--- src/rtl/vtc_pkg.sv ---
package vtc_pkg;

  typedef enum logic [3:0] {
    RG_CTRL = 4'h0,
    RG_STAT = 4'h1,
    RG_CURS = 4'h2,
    RG_CURE = 4'h3,
    RG_HBS  = 4'h4,
    RG_HLEN = 4'h5,
    RG_HSS  = 4'h6,
    RG_HSE  = 4'h7,
    RG_CSE  = 4'h8,
    RG_VBSH = 4'h9,
    RG_VBSL = 4'hA,
    RG_VBL  = 4'hB,
    RG_VSS  = 4'hC,
    RG_VSE  = 4'hD,
    RG_XHS  = 4'hE,
    RG_XHE  = 4'hF
  } reg_idx_e;

  localparam int CB_IEN = 7;
  localparam int CB_VEN = 6;
  localparam int CB_TEN = 5;
  localparam int SB_PEND = 7;

  // half-open window test: lo <= v < hi
  function automatic logic in_span(logic [15:0] v, logic [15:0] lo, logic [15:0] hi);
    return (v >= lo) && (v < hi);
  endfunction

  // total lines in a frame: visible lines plus blank length
  function automatic logic [16:0] frame_lines(logic [15:0] vbs, logic [7:0] vbl);
    return {1'b0, vbs} + 17'(vbl);
  endfunction

endpackage

--- src/rtl/vtc_regs.sv ---
module vtc_regs
  import vtc_pkg::*;
#(
  parameter int AW = 5
) (
  input  logic          clk,
  input  logic          rst_n,
  input  logic          wr_en,
  input  logic [AW-1:0] addr,
  input  logic [7:0]    wdata,
  output logic [7:0]    rdata,
  input  logic [3:0]    mon_id,
  input  logic [2:0]    mon_sense,
  input  logic          vbl_evt,
  output logic          ien,
  output logic          ven,
  output logic          ten,
  output logic [7:0]    hbs,
  output logic [7:0]    hlen,
  output logic [7:0]    hss,
  output logic [7:0]    hse,
  output logic [7:0]    cse,
  output logic [15:0]   vbs,
  output logic [7:0]    vbl,
  output logic [7:0]    vss,
  output logic [7:0]    vse,
  output logic          pend,
  output logic          irq
);
  localparam int IDX_W = AW - 1;
  localparam int NREG  = 1 << IDX_W;

  logic [7:0]       bank [NREG];
  logic [IDX_W-1:0] idx;
  logic             hi_half;
  logic [3:0]       id_q;
  logic [2:0]       sense_q;
  logic             stat_sel;
  logic             pend_clr;
  logic [7:0]       status_byte;

  assign idx      = addr[IDX_W-1:0];
  assign hi_half  = addr[AW-1];
  assign stat_sel = hi_half && (idx == IDX_W'(RG_STAT));
  assign pend_clr = wr_en && stat_sel && wdata[SB_PEND];

  always_ff @(posedge clk or negedge rst_n) begin
    if (!rst_n) begin
      for (int i = 0; i < NREG; i++) bank[i] <= '0;
    end else if (wr_en && hi_half && !stat_sel) begin
      bank[idx] <= wdata;
    end
  end

  always_ff @(posedge clk or negedge rst_n) begin
    if (!rst_n) begin
      id_q    <= '0;
      sense_q <= '0;
    end else begin
      id_q    <= mon_id;
      sense_q <= mon_sense;
    end
  end

  always_ff @(posedge clk or negedge rst_n) begin
    if (!rst_n)        pend <= 1'b0;
    else if (vbl_evt)  pend <= 1'b1;
    else if (pend_clr) pend <= 1'b0;
  end

  assign status_byte = {pend, sense_q, id_q};

  always_comb begin
    if (!hi_half)      rdata = '0;
    else if (stat_sel) rdata = status_byte;
    else               rdata = bank[idx];
  end

  assign ien  = bank[RG_CTRL][CB_IEN];
  assign ven  = bank[RG_CTRL][CB_VEN];
  assign ten  = bank[RG_CTRL][CB_TEN];
  assign hbs  = bank[RG_HBS];
  assign hlen = bank[RG_HLEN];
  assign hss  = bank[RG_HSS];
  assign hse  = bank[RG_HSE];
  assign cse  = bank[RG_CSE];
  assign vbs  = {bank[RG_VBSH], bank[RG_VBSL]};
  assign vbl  = bank[RG_VBL];
  assign vss  = bank[RG_VSS];
  assign vse  = bank[RG_VSE];
  assign irq  = pend && ien;

endmodule

--- src/rtl/vtc_counters.sv ---
module vtc_counters
  import vtc_pkg::*;
#(
  parameter int CHAR_W = 8,
  parameter int HW     = 8,
  parameter int VW     = 16
) (
  input  logic          clk,
  input  logic          rst_n,
  input  logic          ten,
  input  logic [HW-1:0] hlen,
  input  logic [VW-1:0] vbs,
  input  logic [7:0]    vbl,
  output logic [HW-1:0] hc,
  output logic [VW-1:0] vc,
  output logic          tick,
  output logic          vbl_evt
);
  localparam int DIV_W = (CHAR_W > 1) ? $clog2(CHAR_W) : 1;

  logic [DIV_W-1:0] div;
  logic             line_last;
  logic             frame_last;
  logic [VW-1:0]    vc_next;

  assign tick       = ten && (div == DIV_W'(CHAR_W - 1));
  assign line_last  = ({1'b0, hc} + (HW+1)'(1)) >= {1'b0, hlen};
  assign frame_last = ({1'b0, vc} + (VW+1)'(1)) >= frame_lines(vbs, vbl);
  assign vc_next    = frame_last ? '0 : vc + VW'(1);
  assign vbl_evt    = tick && line_last && (vc_next == vbs);

  always_ff @(posedge clk or negedge rst_n) begin
    if (!rst_n) begin
      div <= '0;
      hc  <= '0;
      vc  <= '0;
    end else if (!ten) begin
      div <= '0;
      hc  <= '0;
      vc  <= '0;
    end else begin
      div <= tick ? '0 : div + DIV_W'(1);
      if (tick) begin
        if (line_last) begin
          hc <= '0;
          vc <= vc_next;
        end else begin
          hc <= hc + HW'(1);
        end
      end
    end
  end

endmodule

--- src/rtl/vtc_syncgen.sv ---
module vtc_syncgen
  import vtc_pkg::*;
#(
  parameter int HW = 8,
  parameter int VW = 16
) (
  input  logic          ten,
  input  logic          ven,
  input  logic [HW-1:0] hc,
  input  logic [VW-1:0] vc,
  input  logic [7:0]    hbs,
  input  logic [7:0]    hss,
  input  logic [7:0]    hse,
  input  logic [7:0]    cse,
  input  logic [VW-1:0] vbs,
  input  logic [7:0]    vss,
  input  logic [7:0]    vse,
  output logic          hsync,
  output logic          vsync,
  output logic          csync,
  output logic          blank,
  output logic          video_on
);
  logic          h_blank;
  logic          v_blank;
  logic          h_win;
  logic          v_win;
  logic [VW-1:0] v_rel;

  assign v_blank = vc >= vbs;
  assign h_blank = 16'(hc) >= 16'(hbs);
  assign v_rel   = vc - vbs;
  assign h_win   = in_span(16'(hc), 16'(hss), 16'(hse));
  assign v_win   = v_blank && in_span(16'(v_rel), 16'(vss), 16'(vse));

  assign hsync    = ten && h_win;
  assign vsync    = ten && v_win;
  assign csync    = ten && (v_win ? (16'(hc) >= 16'(cse)) : h_win);
  assign blank    = !ten || h_blank || v_blank;
  assign video_on = ten && ven && !h_blank && !v_blank;

endmodule

--- src/rtl/vtc_top.sv ---
module vtc_top
  import vtc_pkg::*;
#(
  parameter int CHAR_W = 8,
  parameter int AW     = 5
) (
  input  logic          clk,
  input  logic          rst_n,
  input  logic          bus_we,
  input  logic [AW-1:0] bus_addr,
  input  logic [7:0]    bus_wdata,
  output logic [7:0]    bus_rdata,
  input  logic [3:0]    mon_id,
  input  logic [2:0]    mon_sense,
  output logic          hsync,
  output logic          vsync,
  output logic          csync,
  output logic          blank,
  output logic          video_on,
  output logic          irq
);
  localparam int HW = 8;
  localparam int VW = 16;

  logic          ien, ven, ten, pend;
  logic          tick, vbl_evt;
  logic [7:0]    hbs, hlen, hss, hse, cse, vbl, vss, vse;
  logic [VW-1:0] vbs;
  logic [HW-1:0] hc;
  logic [VW-1:0] vc;

  vtc_regs #(.AW(AW)) u_regs (
    .clk(clk), .rst_n(rst_n), .wr_en(bus_we), .addr(bus_addr),
    .wdata(bus_wdata), .rdata(bus_rdata), .mon_id(mon_id),
    .mon_sense(mon_sense), .vbl_evt(vbl_evt), .ien(ien), .ven(ven),
    .ten(ten), .hbs(hbs), .hlen(hlen), .hss(hss), .hse(hse), .cse(cse),
    .vbs(vbs), .vbl(vbl), .vss(vss), .vse(vse), .pend(pend), .irq(irq)
  );

  vtc_counters #(.CHAR_W(CHAR_W), .HW(HW), .VW(VW)) u_cnt (
    .clk(clk), .rst_n(rst_n), .ten(ten), .hlen(hlen), .vbs(vbs),
    .vbl(vbl), .hc(hc), .vc(vc), .tick(tick), .vbl_evt(vbl_evt)
  );

  vtc_syncgen #(.HW(HW), .VW(VW)) u_sync (
    .ten(ten), .ven(ven), .hc(hc), .vc(vc), .hbs(hbs), .hss(hss),
    .hse(hse), .cse(cse), .vbs(vbs), .vss(vss), .vse(vse),
    .hsync(hsync), .vsync(vsync), .csync(csync), .blank(blank),
    .video_on(video_on)
  );

endmodule

--- config.mk ---
export PLATFORM = sky130hd
export DESIGN_NAME = vtc_top
export DESIGN_NICKNAME = d
export VERILOG_FILES = /design/src/rtl/vtc_pkg.sv /design/src/rtl/vtc_regs.sv /design/src/rtl/vtc_counters.sv /design/src/rtl/vtc_syncgen.sv /design/src/rtl/vtc_top.sv
export SDC_FILE = /design/constraint.sdc
export NUM_CORES = 1
export LEC_CHECK = 0
export BUFFER_PORTS_ARGS = -buffer_cell sky130_fd_sc_hd__buf_4
export CORE_MARGIN = 10
export CORE_UTILIZATION = 45
export DETAILED_ROUTE_END_ITERATION = 7
export PLACE_DENSITY = 0.69
export SYNTH_ARGS = -nofsm -noshare
export SYNTH_HDL_FRONTEND = slang
export SYNTH_SLANG_ARGS = --single-unit
--- constraint.sdc ---
create_clock -name clk -period 9.9 [get_ports clk]
set_clock_uncertainty 0.15 [all_clocks]
set_input_delay 1.98 -clock clk [delete_from_list [all_inputs] [get_ports clk]]
set_output_delay 1.98 -clock clk [all_outputs]
set_load 0.02 [all_outputs]
==> After elaboration in Yosys (flattened, before gate mapping) <==
Cells that the tools add are included.
{ "op_classes": {"addsub": 7, "n_lt_le_gt_ge": 11, "n_eq_ne": 5, "mux": 20, "bitwise_logic": 1, "n_reduce_logical": 27} }
{ "ops": {"columns": ["op", "n"], "rows": [
  ["128-bit bitwise mux", 1],
  ["16-bit two-way mux", 4],
  ["8-bit two-way mux", 8],
  ["8-bit binary-select mux with 4-bit select", 1],
  ["8-bit demux with 4-bit select", 1],
  ["8-bit greater-or-equal comparator", 3],
  ["1-bit logical AND", 19],
  ["16-bit by 1-bit adder with 17-bit output (second input constant)", 1],
  ["16-bit by 8-bit adder with 17-bit output", 1],
  ["17-bit greater-or-equal comparator", 1],
  ["16-bit by 1-bit adder with 16-bit output (second input constant)", 1],
  ["16-bit == test", 1],
  ["16-bit greater-or-equal comparator", 1],
  ["16-bit by 8-bit greater-or-equal comparator with 1-bit output", 1],
  ["16-bit by 8-bit less-than comparator with 1-bit output", 1],
  ["16-bit subtractor", 1],
  ["8-bit by 1-bit adder with 9-bit output (second input constant)", 1],
  ["9-bit by 8-bit greater-or-equal comparator with 1-bit output", 1],
  ["8-bit by 1-bit adder with 8-bit output (second input constant)", 1],
  ["8-bit less-than comparator", 1],
  ["3-bit two-way mux", 2],
  ["5-bit greater-or-equal comparator (second input constant)", 1],
  ["5-bit by 1-bit less-than comparator with 1-bit output (second input constant)", 1],
  ["4-bit inverter with 5-bit output", 1],
  ["9 further kinds", 16]
]} }
{ "totals": {"register_bits": 163, "input_bits": 23, "output_inout_bits": 14, "wordCells": 93} }

==> Longest topological paths before layout <==
Gate-level depths: netlist of run 1.
{ "logic_depth": {"ltp_word": 6, "depth_mapped": 22, "ltp_nobuf": 21} }

==> Modules after synthesis <==
From an unflattened synthesis of run 1, not the netlist that was laid out.
{ "unflattened": {"cells_unflattened": 1104, "hier_area_um2": 11980.2} }
{ "by_module_without_submodules": {"columns": ["mod", "n_inst", "cells_per_inst", "area_each_um2", "seq_area_each_um2"], "rows": [
  ["vtc_regs", 1, 469, 6884.1, 3403.3],
  ["vtc_counters", 1, 364, 3130.5, 675.6],
  ["vtc_syncgen", 1, 271, 1965.6, 0.0]
]} }

==> Worst setup path before layout of run 1 <==
No wires, ideal clock.
{ "synth_path": {"path_kind": "register to output", "start": "register u_cnt.vc[0]", "end": "output csync", "arrival_ns": 3.818, "required_ns": 7.770, "setup_slack_ns": 3.952, "stages_incl_launch_ff": 18, "path_buffers": 1, "path_cell_list": "dfrtp_1 -> buf_6 -> inv_1 -> ha_1 -> inv_1 -> fa_1 -> a21o_1 -> a221oi_2 -> xnor2_1 -> ha_1 -> o21a_1 -> nor2_1 -> a2111oi_0 -> nand4_1 -> nor4_1 -> nand4_1 -> nor4_1 -> mux2_2"} }
{ "synth_between": {"elab_chain_len": 6, "word_cells_on_any_way": 8, "cone_classes": "add/sub: 1; order compare: 3; mux: 1; reduce/logical: 3"} }
{ "synth_lines": {"columns": ["element", "line", "text"], "rows": [
  ["start, declared", "vtc_counters.sv:15", "output logic [VW-1:0] vc,"],
  ["start signal, assigned", "vtc_counters.sv:46", "vc <= vc_next;"],
  ["16-bit subtractor", "vtc_syncgen.sv:32", "assign v_rel = vc - vbs;"],
  ["16-bit by 8-bit greater-or-equal comparator with 1-bit output / 16-bit by 8-bit less-than comparator with 1-bit output (equally long branches)", "vtc_pkg.sv:29", "return (v >= lo) && (v < hi);"],
  ["1-bit logical AND", "vtc_pkg.sv:29", null],
  ["1-bit logical AND *", "vtc_syncgen.sv:34", "assign v_win = v_blank && in_span(16'(v_rel), 16'(vss), 16'(vse));"],
  ["1-bit two-way mux *", "vtc_syncgen.sv:38", "assign csync = ten && (v_win ? (16'(hc) >= 16'(cse)) : h_win);"],
  ["1-bit logical AND *", "vtc_syncgen.sv:38", null],
  ["end, declared", "vtc_top.sv:17", "output logic csync,"]
]} }
Every way passes the cells marked *; elsewhere a longest branch is shown, timed or not.

==> Final worst setup path of run 1 <==
{ "layout_path": {"start": "register u_regs.bank (netlist bit u_regs.vbs[1])", "end": "output csync"} }
{ "layout_between": {"elab_chain_len": 6, "word_cells_on_any_way": 8, "cone_classes": "add/sub: 1; order compare: 3; mux: 1; reduce/logical: 3"} }
{ "layout_lines": {"columns": ["element", "line", "text"], "rows": [
  ["start, declared", "vtc_regs.sv:33", "logic [7:0] bank [NREG];"],
  ["start signal, assigned by index", "vtc_regs.sv:51", "bank[idx] <= wdata;"],
  ["16-bit subtractor", "vtc_syncgen.sv:32", null],
  ["16-bit by 8-bit greater-or-equal comparator with 1-bit output / 16-bit by 8-bit less-than comparator with 1-bit output (equally long branches)", "vtc_pkg.sv:29", null],
  ["1-bit logical AND", "vtc_pkg.sv:29", null],
  ["1-bit logical AND *", "vtc_syncgen.sv:34", null],
  ["1-bit two-way mux *", "vtc_syncgen.sv:38", null],
  ["1-bit logical AND *", "vtc_syncgen.sv:38", null]
]} }
Marks and branches as above.

==> results.yml, run 1 <==
run_status:
  status: "complete, no violations"
final_layout:
  largest-register: "u_regs.bank"
  design_area_mm2: 0.0120
  seqCellArea_mm2: 0.00408
  fillers: 2162
  final_cells: 1421
  multi_input_area_mm2: 0.00624
  fin_nets: 1213
  antennaDiodeCount: 0
  syn_to_final_growth_pct: 10.1
  drive_gt1_frac: 0.180
  largest_register_ffs: 45
job:
  cap_violations: 0
timing:
  min_period_over_period: 0.729
  finalCriticalPeriod_ps: 7220
  rsz0062_at_grt: "no"
  hold_viol: 0
  fmax_ghz: 0.139
  slew_headroom: 0.184
  worst_slew_pin_slew_ps: 1220
  setup_viol: 0
  slew_violations: 0
  fin_setup_tns_ps: 0
clocking:
  clkSlewWorstSetupHoldPaths_ps: 70
  cts-resized-gates: 0
  holdBufCountCts: 0
  cts_buffers: 17
  cts_root_buffer: "clkbuf_16"
  cts_max_path_buffers: 2
  clock_latency_ps: 430
  cts_max_level: 4
  cts_tree: "yes"
  clock-sinks: 163
  cts_setup_buffers: 0
yosys:
  synth_top_area_frac: 0.375
  synth_top_area_cell: "dfrtp_1"
  synth.most_common_cell: "dfrtp_1"
  ys_top_cells_by_area: "dfrtp_1 38%, ha_1 11%, mux4_2 8.3%, mux2_2 7.5%, o21ai_0 5.1%"
  ys_types: 71
  synthTopCellsByCount: "163 x dfrtp_1, 111 x o21ai_0, 106 x nand2_1"
  avgSynthCellArea_um2: 10.1
  syn_inst: 1081
  synth-seq-area-share: 0.375
  synth_nets: 1205
  syn_area_mm2: 0.0109
  synth_flop_cell: "dfrtp_1"
  ys.warnings.count: 0
  ys_ff_latch: 163
  async_reset_ff_frac: 1.00
  synth_edf_count: 0
floorplan:
  dieArea_mm2: 0.0308
  die_y_um: 175
  pin_count: 37
  fp-row-count: 56
  start_util: 0.460
  core_mm2: 0.0236
  dieWidth_um: 175
drt:
  ant_nets: 0
  wire_per_inst_um: 21.1
  drc: 0
  drt_iter0_drc: 764
  dr.pass1.iters: 5
  drt-vias-per-instance: 5.85
  dr_total_vias: 8314
  routed_wl_um: 29900
setup_path:
  cp_max_fo: 5
  timing.rr.start: "u_regs.vbs[0]"
  path_cells: "inv_1 -> ha_1 -> nor2b_1 -> o21a_1 -> o21ai_0 -> a21oi_1 -> a21oi_1 -> xnor2_1 -> ha_1 -> a221oi_1 -> o21ai_0 -> a2111oi_0 -> nand4_1 -> nor4_1 -> nand4_1 -> nor4_1 -> mux2_2 -> buf_4"
  reg2regPathDepth: 21
  path_buf_inv: 2
  cp-end-kind: "output pin"
  crit_slowest_cell: "nor4_1"
  cp_top_family: "compound AO/OA/AOI/OAI gates"
  reg2reg_to: "u_regs.pend"
  startpoint_type: "register"
  critical_path_class: "register to output pin"
  critical_path_required_ps: 7770
  cp.arrival_ps: 5090
  rrSetupSlack_ps: 3890
  worst_path_largest_cell_delay_ps: 690
placed_design:
  port_buffers: 36
  place_area_mm2: 0.0114
  dp.final_hpwl_um: 21900
  dp.cells: 1389
  place.gp.congestion: 0.935
min_path:
  worstHoldStart: "u_regs.bank[119]"
  hold_end: "u_regs.bank[119]"
  hold_path_depth: 0
  hold_class: "register to register"
power:
  power.density_mw_per_mm2: 187
  leakagePower_nw: 5.70
  vdd_ir_drop_max_mv: 0.0989
  power_mw: 2.24
global_route:
  grt_pass1_wl_um: 46900
  overflow: 0
  grt_pass1_vias: 8191
  track_usage: 0.195
  antenna_found_initial: 0
  grt_start_max_net_pins: 106
layer usage:
layer	GRT usage	vias up	share of wire	wire (µm)
met5	0	-	0	0
li1	-	3863	-	-
met2	0.311	304	0.47	14000
met3	0.0472	28	0.073	2180
met1	0.257	4119	0.44	13200
met4	0.0555	0	0.019	561
worst max path at each step:
stage | startpoint | end | slack, ps | cells after the start
floorplan | u_cnt.vc[0] | csync | 3950 | 17
global placement | u_regs.vbs[1] | csync | 3330 | 18
detailed placement | u_regs.vbs[1] | csync | 3140 | 18
CTS | u_regs.vbs[1] | csync | 2680 | 18
global route | u_regs.vbs[1] | csync | 2130 | 18
finish | u_regs.vbs[1] | csync | 2680 | 18
stage by stage:
| stage | hold WS (ps) | utilization | setup slack (ps) |
|---|---|---|---|
| 6_report | 226 | 0.507 | 2680 |
| 3_5_place_dp | 214 | 0.482 | 3140 |
| 2_1_floorplan | 260 | - | 3950 |
| 5_1_grt | 241 | 0.507 | 2130 |
| 4_1_cts | 230 | 0.507 | 2680 |
| 3_3_place_gp | 211 | 0.482 | 3330 |
cell usage in the layout, fill, tap and decap left out, types with 9 or more instances in the layout:
cell       instances
o21ai_0          111
mux2_2            72
nand3_1           19
dfrtp_1          163
nand4_1           11
ha_1              99
nor2_1            48
a21oi_1           45
nor3_1            14
xnor2_1           31
mux4_2            40
nand2b_1          21
nand2_1          106
a21o_1            21
buf_4             38
xor2_1            12
and3_1             9
nor2b_1           18
clkbuf_16         17
inv_1             93
kinds of logic (layout without fill, tap and decap cells):
group | after synthesis | after routing | synth area share
muxes | 120 | 120 | 0.165
adders and majority gates | 101 | 101 | 0.118
xor gates and xnor gates | 45 | 45 | 0.0382
buffers and inverters | 144 | 165 | 0.0507
AOI/OAI and AO/OA | 226 | 226 | 0.123
and+or+nand+nor | 282 | 282 | 0.130
DFF | 163 | 163 | 0.375
final cells by class:
cell class | count | share of cell area
clock inverters | 14 | 0.0130
clock buffers | 18 | 0.0367
well taps | 319 | 0.0334
inverters | 94 | 0.0295
multi-input cells | 774 | 0.522
repair buffers | 39 | 0.0248
flip-flops and latches | 163 | 0.341
power breakdown:
| part | total [mW] | internal, mW | switching [mW] | leakage [nW] |
|---|---|---|---|---|
| clock network | 0.668 | 0.347 | 0.321 | 0.294 |
| registers | 0.878 | 0.775 | 0.102 | 2.04 |
| logic | 0.694 | 0.322 | 0.373 | 3.37 |
| total | 2.24 | 1.44 | 0.796 | 5.70 |
Power figures use the tool's default switching activity.
==> run 2: changes to the inputs <==
==> constraint.sdc (replaced) <==
create_clock -name clk -period 7.1 [get_ports clk]
set_clock_uncertainty 0.15 [all_clocks]
set_input_delay 1.42 -clock clk [delete_from_list [all_inputs] [get_ports clk]]
set_output_delay 1.42 -clock clk [all_outputs]
set_load 0.02 [all_outputs]
==> results.yml, run 2 (synthesis results as in run 1) <==
run_status:
  status: "complete, no violations"
clocking:
  cts_max_level: 4
  clock-sinks: 163
  holdBufCountCts: 0
  clkSlewWorstSetupHoldPaths_ps: 70
  cts_root_buffer: "clkbuf_16"
  cts_setup_buffers: 0
  cts_tree: "yes"
  cts_max_path_buffers: 2
  cts_buffers: 17
  cts-resized-gates: 0
  clock_latency_ps: 430
drt:
  dr_total_vias: 8233
  drc: 0
  drt_iter0_drc: 755
  ant_nets: 0
  wire_per_inst_um: 20.7
  routed_wl_um: 29400
  dr.pass1.iters: 5
  drt-vias-per-instance: 5.79
timing:
  slew_violations: 0
  finalCriticalPeriod_ps: 6600
  worst_slew_pin_slew_ps: 1140
  rsz0062_at_grt: "no"
  fin_setup_tns_ps: 0
  fmax_ghz: 0.152
  setup_ws_ps: 504
  setup_viol: 0
  min_period_over_period: 0.929
  hold_viol: 0
  slew_headroom: 0.235
floorplan:
  die_y_um: 175
  dieArea_mm2: 0.0308
  start_util: 0.460
  core_mm2: 0.0236
  pin_count: 37
  dieWidth_um: 175
  fp-row-count: 56
global_route:
  grt_pass1_wl_um: 46900
  overflow: 0
  grt_start_max_net_pins: 108
  grt_pass1_vias: 8278
  antenna_found_initial: 0
  track_usage: 0.193
min_path:
  hold_class: "register to register"
  worstHoldStart: "u_regs.bank[117]"
placed_design:
  port_buffers: 36
  pre_cts_ws_ps: 937
  dp.final_hpwl_um: 21800
  place.gp.congestion: 0.942
setup_path:
  cp_max_fo: 5
  cp-end-kind: "output pin"
  worst_path_largest_cell_delay_ps: 660
  cp.arrival_ps: 5030
  path_cells: "inv_1 -> ha_1 -> nor2b_1 -> o21a_1 -> o21ai_0 -> a21oi_1 -> a21oi_1 -> xnor2_1 -> ha_1 -> a221oi_1 -> o21ai_0 -> a2111oi_0 -> nand4_1 -> nor4_1 -> nand4_1 -> nor4_1 -> mux2_2 -> buf_4"
  startpoint_type: "register"
  crit_slowest_cell: "nor4_1"
  cp-startpoint: "u_regs.vbs[1]"
  critical_path_required_ps: 5530
  critical_path_class: "register to output pin"
  timing.rr.start: "u_regs.vbs[0]"
final_layout:
  final_cell_mix: "163 x dfrtp_1, 111 x o21ai_0, 106 x nand2_1"
  drive_gt1_frac: 0.180
  antennaDiodeCount: 0
  largest-register: "u_regs.bank"
  syn_to_final_growth_pct: 9.81
  utilization: 0.505
  layout_commonest_cell: "dfrtp_1"
  largest_register_ffs: 45
  fin_nets: 1215
  fillers: 2140
power:
  leakagePower_nw: 5.68
  power.density_mw_per_mm2: 257
  vdd_ir_drop_max_mv: 0.128
job:
  cap_violations: 0
-- run 2: cell count changes in the layout (fill, tap and decap cells not counted) --
cell / previous run / this run
clkbuf_1: 0 / 1
clkinv_2: 0 / 1
clkinvlp_4: 0 / 2
buf_4: 38 / 40
clkbuf_8: 1 / 0
inv_8: 7 / 1
inv_6: 1 / 6
clkinv_8: 2 / 1
clkinv_4: 4 / 2
-- run 2: cell type report --
class | instances | area, µm² | share of cell area
well taps | 319 | 399 | 0.0334
repair buffers | 41 | 312 | 0.0261
clock inverters | 13 | 118 | 0.00986
multi-input cells | 774 | 6240 | 0.523
clock buffers | 18 | 429 | 0.0360
flip-flops and latches | 163 | 4080 | 0.342
inverters | 94 | 353 | 0.0296
-- run 2: power breakdown --
part           switching [mW]  total, mW  internal (mW)
Sequential              0.142       1.22           1.08
Clock                   0.414      0.872          0.458
Combinational           0.519      0.967          0.448
Total                    1.07       3.06           1.99
-- run 2: stage by stage --
stage               hold slack, ps  power [mW]  std cells  instance area [µm²]
floorplan                      260        1.88       1081                10900
global placement               211        2.16       1391                11400
detailed placement             214        2.19       1391                11400
CTS                            229        3.07       1422                11900
global route                   242        3.25       1422                11900
finish                         228        3.06       1422                11900
-- run 2: worst max-delay path, delay by kind of cell (launching register included) --
kind,cells,cell delay (ps)
adder cells (fa/ha/maj),2,510
buffers and inverters,2,290
XOR/XNOR,1,120
multiplexers,1,400
AND/OR/NAND/NOR,5,1340
AO/OA/AOI/OAI,7,1480
flip-flops,1,440
-- run 2: routing by layer --
metal  track usage  vias to the layer above  part of all wire
li1              -                     3868                 -
met4        0.0774                        0             0.034
met1         0.261                     4026              0.45
met3        0.0397                       52             0.069
met5             0                        -                 0
met2         0.299                      287              0.45
-- run 2: path summary, 6_finish.rpt --
kind / end / slack (ps) / cells after the start
setup / recovery: csync / 500 / 18
hold / removal: u_regs.bank[117] / 230 / 0
setup reg to reg: u_regs.pend / 1490 / 22
hold reg to reg: u_regs.bank[117] / 230 / 0
max in group asynchronous: u_regs.bank[12] / 4460 / 2
min in group asynchronous: u_regs.bank[112] / 980 / 1
